===== config.mk =====
export PLATFORM = sky130hd
export DESIGN_NAME = drive_regport
export DESIGN_NICKNAME = d
export VERILOG_FILES = /design/src/rtl/fdreg_pkg.sv /design/src/rtl/regport_rst_sync.sv /design/src/rtl/regport_wr_sync.sv /design/src/rtl/regport_ctrl.sv /design/src/rtl/regport_head.sv /design/src/rtl/regport_rd_mux.sv /design/src/rtl/drive_regport.sv
export SDC_FILE = /design/constraint.sdc
export NUM_CORES = 1
export LEC_CHECK = 0
export ABC_AREA = 1
export ABC_CLOCK_PERIOD_IN_PS = 1300
export BUFFER_PORTS_ARGS = -buffer_cell sky130_fd_sc_hd__buf_2
export CAP_MARGIN = 20
export CORE_ASPECT_RATIO = 1.4
export CORE_MARGIN = 10
export CORE_UTILIZATION = 50
export CTS_BUF_LIST = sky130_fd_sc_hd__clkbuf_8 sky130_fd_sc_hd__clkbuf_16
export CTS_CLUSTER_DIAMETER = 50
export DETAILED_ROUTE_END_ITERATION = 10
export HOLD_SLACK_MARGIN = 0.1
export PLACE_DENSITY = 0.8
export SLEW_MARGIN = 20
export SYNTH_ARGS = -nofsm -noshare
export SYNTH_HDL_FRONTEND = slang
export SYNTH_SLANG_ARGS = --single-unit

===== constraint.sdc =====
create_clock -name clk -period 1.3 [get_ports clk]
set_input_delay 0.065 -clock clk [delete_from_list [all_inputs] [get_ports clk]]
set_output_delay 0.065 -clock clk [all_outputs]
set_load 0.01 [all_outputs]

===== src/rtl/fdreg_pkg.sv =====
package fdreg_pkg;
  localparam int SEL_W  = 4;
  localparam int ADDR_W = SEL_W - 1;
  localparam int NCODES = 1 << SEL_W;

  typedef logic [SEL_W-1:0]  sel_t;
  typedef logic [ADDR_W-1:0] addr_t;

  // write targets, decoded from the low select bits
  localparam addr_t WR_DIR   = 3'd0;
  localparam addr_t WR_STEP  = 3'd1;
  localparam addr_t WR_MOTOR = 3'd2;
  localparam addr_t WR_EJECT = 3'd3;

  // read targets, decoded from the full select code
  localparam sel_t RD_STEPPING = 4'h1;
  localparam sel_t RD_MOTOR    = 4'h2;
  localparam sel_t RD_TRK0     = 4'h4;
  localparam sel_t RD_WPROT    = 4'h5;
  localparam sel_t RD_DISKIN   = 4'h6;

  typedef struct packed {
    logic  valid;
    addr_t addr;
    logic  data;
  } wr_cmd_t;

  typedef struct packed {
    logic dir;
    logic motor;
    logic eject;
  } ctrl_t;
endpackage


===== src/rtl/regport_rst_sync.sv =====
module regport_rst_sync (
  input  logic clk,
  input  logic rst_n_i,
  output logic rst_n_o
);
  logic [1:0] chain_q;
  logic [1:0] chain_d;

  always_comb begin
    chain_d = {chain_q[0], 1'b1};
  end

  always_ff @(posedge clk or negedge rst_n_i) begin
    if (!rst_n_i) chain_q <= 2'b00;
    else          chain_q <= chain_d;
  end

  assign rst_n_o = chain_q[1];
endmodule


===== src/rtl/regport_wr_sync.sv =====
module regport_wr_sync
  import fdreg_pkg::*;
#(
  parameter int STAGES = 2
) (
  input  logic    clk,
  input  logic    rst_n,
  input  sel_t    sel_i,
  input  logic    strobe_i,
  output wr_cmd_t cmd_o
);
  logic [STAGES-1:0] strb_q;
  sel_t              sel_q [STAGES];
  logic              strb_last_q;
  logic              strb_last_d;

  // synchronizer chain; select bits travel beside the strobe
  for (genvar s = 0; s < STAGES; s++) begin : g_stage
    logic strb_d;
    sel_t sel_d;
    if (s == 0) begin : g_first
      assign strb_d = strobe_i;
      assign sel_d  = sel_i;
    end else begin : g_next
      assign strb_d = strb_q[s-1];
      assign sel_d  = sel_q[s-1];
    end
    always_ff @(posedge clk or negedge rst_n) begin
      if (!rst_n) begin
        strb_q[s] <= 1'b0;
        sel_q[s]  <= '0;
      end else begin
        strb_q[s] <= strb_d;
        sel_q[s]  <= sel_d;
      end
    end
  end

  always_comb begin
    strb_last_d = strb_q[STAGES-1];
  end

  always_ff @(posedge clk or negedge rst_n) begin
    if (!rst_n) strb_last_q <= 1'b0;
    else        strb_last_q <= strb_last_d;
  end

  always_comb begin
    cmd_o.valid = strb_q[STAGES-1] & ~strb_last_q;
    cmd_o.addr  = sel_q[STAGES-1][ADDR_W-1:0];
    cmd_o.data  = sel_q[STAGES-1][SEL_W-1];
  end
endmodule


===== src/rtl/regport_ctrl.sv =====
module regport_ctrl
  import fdreg_pkg::*;
(
  input  logic    clk,
  input  logic    rst_n,
  input  wr_cmd_t cmd_i,
  output ctrl_t   ctrl_o,
  output logic    step_req_o
);
  ctrl_t ctrl_q;
  ctrl_t ctrl_d;
  logic  ctrl_en;

  always_comb begin
    ctrl_d  = ctrl_q;
    ctrl_en = 1'b0;
    if (cmd_i.valid) begin
      unique case (cmd_i.addr)
        WR_DIR:   begin ctrl_d.dir   = cmd_i.data; ctrl_en = 1'b1; end
        WR_MOTOR: begin ctrl_d.motor = cmd_i.data; ctrl_en = 1'b1; end
        WR_EJECT: begin ctrl_d.eject = cmd_i.data; ctrl_en = 1'b1; end
        default:  ctrl_en = 1'b0;
      endcase
    end
  end

  always_ff @(posedge clk or negedge rst_n) begin
    if (!rst_n)       ctrl_q <= '0;
    else if (ctrl_en) ctrl_q <= ctrl_d;
  end

  assign ctrl_o     = ctrl_q;
  assign step_req_o = cmd_i.valid && (cmd_i.addr == WR_STEP) && cmd_i.data;
endmodule


===== src/rtl/regport_head.sv =====
module regport_head #(
  parameter int TRACK_MAX = 79,
  parameter int STEP_HOLD = 8,
  parameter int TRK_W     = $clog2(TRACK_MAX + 1)
) (
  input  logic             clk,
  input  logic             rst_n,
  input  logic             step_req_i,
  input  logic             dir_i,
  output logic [TRK_W-1:0] track_o,
  output logic             busy_o
);
  localparam int BW = $clog2(STEP_HOLD + 1);
  localparam logic [TRK_W-1:0] TMAX  = TRK_W'(TRACK_MAX);
  localparam logic [BW-1:0]    THOLD = BW'(STEP_HOLD);

  logic [TRK_W-1:0] track_q, track_d;
  logic [BW-1:0]    cnt_q, cnt_d;
  logic             accept;
  logic             trk_en;

  always_comb begin
    accept  = step_req_i && (cnt_q == '0);
    track_d = track_q;
    trk_en  = 1'b0;
    if (accept) begin
      if (dir_i && (track_q < TMAX)) begin
        track_d = track_q + 1'b1;
        trk_en  = 1'b1;
      end else if (!dir_i && (track_q != '0)) begin
        track_d = track_q - 1'b1;
        trk_en  = 1'b1;
      end
    end
    if (accept)            cnt_d = THOLD;
    else if (cnt_q != '0)  cnt_d = cnt_q - 1'b1;
    else                   cnt_d = cnt_q;
  end

  always_ff @(posedge clk or negedge rst_n) begin
    if (!rst_n)      track_q <= '0;
    else if (trk_en) track_q <= track_d;
  end

  always_ff @(posedge clk or negedge rst_n) begin
    if (!rst_n) cnt_q <= '0;
    else        cnt_q <= cnt_d;
  end

  assign track_o = track_q;
  assign busy_o  = (cnt_q != '0);
endmodule


===== src/rtl/regport_rd_mux.sv =====
module regport_rd_mux
  import fdreg_pkg::*;
(
  input  sel_t sel_i,
  input  logic stepping_i,
  input  logic motor_i,
  input  logic trk0_i,
  input  logic wprot_i,
  input  logic diskin_i,
  output logic rd_o
);
  logic [NCODES-1:0] vec;

  for (genvar k = 0; k < NCODES; k++) begin : g_code
    if (sel_t'(k) == RD_STEPPING)    begin : g_stp assign vec[k] = stepping_i; end
    else if (sel_t'(k) == RD_MOTOR)  begin : g_mot assign vec[k] = motor_i;    end
    else if (sel_t'(k) == RD_TRK0)   begin : g_tk0 assign vec[k] = trk0_i;     end
    else if (sel_t'(k) == RD_WPROT)  begin : g_wp  assign vec[k] = wprot_i;    end
    else if (sel_t'(k) == RD_DISKIN) begin : g_din assign vec[k] = diskin_i;   end
    else                             begin : g_one assign vec[k] = 1'b1;       end
  end

  assign rd_o = vec[sel_i];
endmodule


===== src/rtl/drive_regport.sv =====
module drive_regport
  import fdreg_pkg::*;
#(
  parameter int TRACK_MAX   = 79,
  parameter int STEP_HOLD   = 8,
  parameter int SYNC_STAGES = 2,
  localparam int TRK_W      = $clog2(TRACK_MAX + 1)
) (
  input  logic             clk,
  input  logic             rst_n,
  input  logic [3:0]       host_sel,
  input  logic             host_wstrb,
  output logic             host_rd,
  input  logic             mcu_wprot,
  input  logic             mcu_disk_in,
  output logic             mcu_motor_on,
  output logic             mcu_eject,
  output logic [TRK_W-1:0] mcu_track
);
  logic             rst_n_s;
  wr_cmd_t          wr_cmd;
  logic             wr_commit;
  ctrl_t            ctrl;
  logic             step_req;
  logic             step_busy;
  logic [TRK_W-1:0] track;

  regport_rst_sync u_rst (
    .clk     (clk),
    .rst_n_i (rst_n),
    .rst_n_o (rst_n_s)
  );

  regport_wr_sync #(.STAGES(SYNC_STAGES)) u_wsync (
    .clk      (clk),
    .rst_n    (rst_n_s),
    .sel_i    (host_sel),
    .strobe_i (host_wstrb),
    .cmd_o    (wr_cmd)
  );

  assign wr_commit = wr_cmd.valid;

  regport_ctrl u_ctrl (
    .clk        (clk),
    .rst_n      (rst_n_s),
    .cmd_i      (wr_cmd),
    .ctrl_o     (ctrl),
    .step_req_o (step_req)
  );

  regport_head #(
    .TRACK_MAX (TRACK_MAX),
    .STEP_HOLD (STEP_HOLD),
    .TRK_W     (TRK_W)
  ) u_head (
    .clk        (clk),
    .rst_n      (rst_n_s),
    .step_req_i (step_req),
    .dir_i      (ctrl.dir),
    .track_o    (track),
    .busy_o     (step_busy)
  );

  regport_rd_mux u_rmux (
    .sel_i      (host_sel),
    .stepping_i (step_busy),
    .motor_i    (ctrl.motor),
    .trk0_i     (track == '0),
    .wprot_i    (mcu_wprot),
    .diskin_i   (mcu_disk_in),
    .rd_o       (host_rd)
  );

  assign mcu_motor_on = ctrl.motor;
  assign mcu_eject    = ctrl.eject;
  assign mcu_track    = track;
endmodule


Word level (Yosys, flattened, before mapping). Index checks and enable logic that the tools add are counted.

Latch bits: 0. Flip-flop bits (word level): 27. RAM bits: 0. Memory bits (read-only): 0. Memories kept: 0.

Magnitude comparators: 2. Divide/modulo/power cells: 0. Multiplexer cells: 11. Bitwise operators: 2. Reduce and logical (&&, ||, !) cells: 18. Add/subtract/negate cells: 3. Multipliers: 0. Shifts and indexed selects: 0. Equal/unequal tests: 3.

Operator list (number): 7-bit 2-to-1 mux (2); 3-bit AND reduction (4); 4-bit 2-to-1 mux (2); 7-bit by 1-bit adder with 7-bit output, second input constant (1); 7-bit zero test (1); 7-bit less-than comparator, second input constant (1); 7-bit nonzero test (1); 7-bit by 1-bit subtractor with 7-bit output, second input constant (1); 3-bit by 2-bit == test with 1-bit output, second input constant (2); 1-bit 2-to-1 mux (6); 1-bit logical AND (5); 4-bit by 5-bit less-than comparator with 1-bit output, second input constant (1); 1-bit binary-select mux with 4-bit select (1); 4-bit zero test (1); 2-bit nonzero test (2); 4-bit nonzero test (1); 4-bit by 1-bit subtractor with 4-bit output, second input constant (1); 3-bit by 1-bit == test with 1-bit output, second input constant (1); 3-bit zero test (1); 3-bit OR reduction (1); 1-bit AND (1); 1-bit zero test (1); 1-bit NOT (1).

Depth between registers and ports, before layout.
Depth after elaboration: 7. Gate-level depth with buffers: 16. Mapped depth without buffers: 16.

By module. Synthesis repeated with hierarchy kept, for this count alone.

Cell total of the unflattened synthesis: 163. Area total of the unflattened synthesis: 1398.8 um^2.

Modules (own cells, without submodules): regport_head (cells an instance 99, sequential area each 275.3 um^2, area each 793.3 um^2, times used 1); regport_wr_sync (cells an instance 13, sequential area each 275.3 um^2, area each 285.3 um^2, times used 1); regport_ctrl (cells an instance 25, sequential area each 75.1 um^2, area each 176.4 um^2, times used 1); regport_rd_mux (cells an instance 16, sequential area each 0.0 um^2, area each 63.8 um^2, times used 1); regport_rst_sync (cells an instance 3, sequential area each 50.0 um^2, area each 53.8 um^2, times used 1); drive_regport (cells an instance 7, sequential area each 0.0 um^2, area each 26.3 um^2, times used 1).

Least setup slack after synthesis. OpenSTA, ideal clock, no wires.

Path kind: register -> register. Start point: register u_head.track_q[4], in the netlist u_head.track_o[4]. End point: register u_head.track_q[6], in the netlist u_head.track_o[6]. Data required time: 1.184 ns. Data arrival time: 1.738 ns. Setup time: 0.116 ns. Setup slack: -0.554 ns. Stages on the path, launching flop included: 16. Cells stage by stage: dfrtp_1 > nor2_1 > nor2_1 > nor2_2 > nand2_2 > ha_1 > nand2_1 > nand2_1 > nand2_1 > nand2_1 > nor2_1 > inv_1 > nand2_1 > nand2_1 > nand2_1 > nand2_1.

Cells in the longest elaborated chain, start to end: 6. Elaborated cells on any way between the ends: 13. Those cells by class: add/sub: 2; order compare: 1; mux: 5; reduce/logical: 5.

Ends and longest elaborated chain: start: declaration (RTL line regport_head.sv:17) `logic [TRK_W-1:0] track_q, track_d;`; start signal: assignment (RTL line regport_head.sv:42) `else if (trk_en) track_q <= track_d;`; parallel branches: the longest is 6 deep, another holds 7-bit less-than comparator.

Parallel ways; which one is timed is not known. The select of a mux whose other input is x is not followed. A chain may end at the register's enable or synchronous reset.

Worst setup path after layout. Ends and elaborated chain as after synthesis.

==> summary.txt <==
Outcome
  • Status: finished with violations
  • Violated checks: setup timing

Route
  • Vias after detailed routing: 1337
  • WL final: 4750 microns
  • Antenna violation net count after detailed routing: 0
  • Routed wire per std cell: 18.7 microns
  • Total iterations of the first detailed-routing run: 4
  • Vias/cell: 5.26
  • Residual DRC: 0
  • DR iter-0 viols: 48

Clock tree
  • CTS HTree Levels: 1
  • Clock sinks: 27
  • Clock Tree Root: clkbuf_8
  • CTS Buffer Depth: 2
  • TritonCTS Buffers: 3
  • TritonCTS clock tree: yes
  • Worst-path clk slew: 100 ps
  • Worst-skew pair later-pin latency: 270 ps

Layout
  • Final nets: 236
  • Antenna cell count: 0
  • Final Non-Filler Cells: 254
  • Synth-to-layout area growth: 60.6%
  • Fin util: 82.6%
  • Share of layout cells above drive strength 1: 47.7%

Setup path
  • Worst setup endpoint: u_head.track_o[6]
  • Worst Path Required: 1480 ps
  • CP arrival: 2240 ps
  • Reg-to-reg endpoint: u_head.track_o[6]
  • Flop2flop setup slack: -760 ps
  • Setup CP Type: reg -> reg
  • Crit. Startpoint: u_head.track_o[4]
  • RR Startpoint: u_head.track_o[4]
  • Crit Path Max Fanout: 7
  • Critical path startpoint category: flop
  • Crit. End Element: flop
  • Worst Reg2Reg Path Length in Cells: 14

Synth
  • Post-Syn Instances: 148
  • Syn avg cell area: 9.00 sq um
  • YS warnings: 0
  • Register area share after synthesis: 50.8%
  • Synth unique cells: 26
  • Synthesized flop and latch total: 27
  • Synth Cell Area: 1330 sq um
  • Syn_nets: 165

Timing
  • Max frequency: 485 MHz
  • RSZ-0062 raised after global routing: true
  • Final setup vio count: 9
  • Final worst path period need: 2060 ps
  • Final period util: 159%
  • Setup TNS: -4440 ps
  • Max Transition Viols Final: 0
  • Final hold viol count: 0
  • Fin Hold WS: 258 ps
  • Setup Skew: 3.86 ps
  • Final WS setup: -764 ps

Die
  • Die Span Y: 81.1 microns
  • IO Count: 19
  • Starting density of the core: 51.5%
  • CORE AREA: 2590 sq um
  • Die area: 5160 sq um
  • Die extent in x: 63.6 microns
  • FP Rows: 22

Place
  • Dpl hpwl: 2350 microns
  • Post-Place Cells: 226
  • Final GP Congestion: 0.846
  • IO buf count: 18

Global routing
  • Largest net degree at the start of global routing: 23
  • Total Routing Usage GR: 15.8%
  • Initial antenna violation count: 0
  • First-pass GRT wire length: 6320 microns
  • Number of global-route vias before repair: 1413
  • GR Overflow Total: 0

Min path
  • Worst Hold Class: reg -> async

Pwr
  • Leakage power: 1.10 nW
  • Power Density: 1370 nW/um^2
  • VDD IR max: 799 uV
  • Design Power: 2.93 mW

Run
  • Max_cap viols: 0
[worst min path at each step]
| stage | startpoint | endpoint | slack, ps | cells after the start |
|---|---|---|---|---|
| after global routing | u_rst.chain_q[1] | u_wsync.g_stage[1].strb_d | 300 | 1 |
| after floorplan | rst_n | u_rst.chain_q[0] | -230 | 0 |
| after detailed placement | rst_n | u_rst.chain_q[0] | -150 | 1 |
| after global placement | rst_n | u_rst.chain_q[1] | -150 | 1 |
| final | u_rst.chain_q[1] | u_wsync.g_stage[1].strb_d | 260 | 1 |
| after CTS | u_rst.chain_q[1] | u_wsync.g_stage[1].strb_d | 250 | 1 |
[timing repair]
item                                    CTS  global route
setup buffers                            14            10
cloned                                    0             1
endpoints found under the hold margin    10             0
pin swaps                                 6            15
endpoints found under the setup margin    8            10
gates resized for setup                  20            32
hold buffers                              8             0
[stage by stage]
stage / worst slack, ps / instance area, sq um
floorplan: -554 / 1350
global placement: -542 / 1660
detailed placement: -665 / 1660
CTS: -620 / 1980
global route: -865 / 2140
finish: -764 / 2140
[cells by family (layout without fill, tap and decap cells)]
group	after synthesis	after routing	synth area share [%]
buf+inv	21	90	6.48
compound gates	18	18	7.71
fa+ha+maj	8	8	8.08
simple gates	67	68	22.7
other cells	1	1	0.282
xor+xnor	6	6	3.95
flops	27	27	50.8
[registers in the layout, indices dropped and copies added (netlist names)]
signal and cells:
u_wsync.strb_last_q 1, u_head.cnt_q 4, u_rst.chain_q 2, u_wsync.g_stage.strb_d 1
u_head.track_o 7, u_ctrl.ctrl_o 3, u_wsync.strb_last_d 1, u_wsync.cmd_o 4
u_wsync.g_stage.sel_d 4
[power breakdown]
part	switching [mW]	internal (mW)	leakage [nW]
clock network	0.287	0.225	0.0261
registers	0.0844	0.962	0.334
logic	0.695	0.672	0.744
total	1.07	1.86	1.10
[final cells by class]
| class | count | area [sq um] |
|---|---|---|
| multi-input cells | 101 | 801 |
| flip-flops and latches | 27 | 676 |
| repair buffers | 66 | 492 |
| fillers | 152 | 449 |
| inverters | 20 | 75.1 |
| well taps | 36 | 45.0 |
| clock buffers | 3 | 41.3 |
| clock inverters | 1 | 8.76 |
[critical path: stages (launching register included)]
cell,delay [ps]
dfrtp_1,440
inv_1,100
nand2_2,100
nor2_4,180
nand2_4,90
nand2_8,130
ha_4,230
a21oi_2,180
nand2_1,100
nor2_2,130
inv_1,60
nand2_1,60
nand2_1,50
nand2_1,50
nand2_1,50
[placed cells by master, fill, tap and decap left out, types with 2 or more instances in the layout]
cell type and count:
buf_4 36, nand2_1 30, dfrtp_1 27, inv_1 17, buf_2 17, nand2_2 8, nand3_1 8, dlygate4sd3_1 8
nand2_4 5, o21ai_1 5, ha_4 5, buf_6 5, nor2_4 4, o21ai_0 4, xnor2_1 4, nor2_2 3
nor2_1 3, inv_2 3, clkbuf_8 3, nor3_4 2, o21ai_2 2, a21oi_2 2, ha_1 2
[Yosys cell counts]
cell / instances / area [sq um]
nor3_4: 1 / 16.3
a21oi_1: 3 / 15.0
nand4_2: 1 / 12.5
nor3b_1: 1 / 7.51
conb_1: 1 / 3.75
nand2_1: 41 / 154
o21ai_1: 3 / 15.0
inv_1: 19 / 71.3
o21a_1: 1 / 7.51
a221oi_1: 1 / 8.76
nor2_1: 7 / 26.3
o21ai_2: 1 / 8.76
o22ai_1: 1 / 6.26
dfrtp_1: 27 / 676
a31oi_1: 1 / 6.26
xor2_1: 1 / 8.76
xnor2_1: 5 / 43.8
fa_1: 1 / 20.0
nand3_1: 10 / 50.1
nand2_2: 2 / 12.5
o21ai_0: 7 / 35.0
nor3_1: 1 / 5.00
inv_2: 1 / 3.75
nor2_2: 3 / 18.8
buf_6: 1 / 11.3
ha_1: 7 / 87.6
[metal layers]
metal	routed length, microns	GRT usage, %	part of all wire [%]	up-vias
li1	-	-	-	614
met1	1690	13.8	35	666
met2	2750	31.4	58	38
met3	104	2.89	2.2	19
met4	214	11.6	4.5	0
met5	0	0	0	-
(Power assumes the default switching activity.)
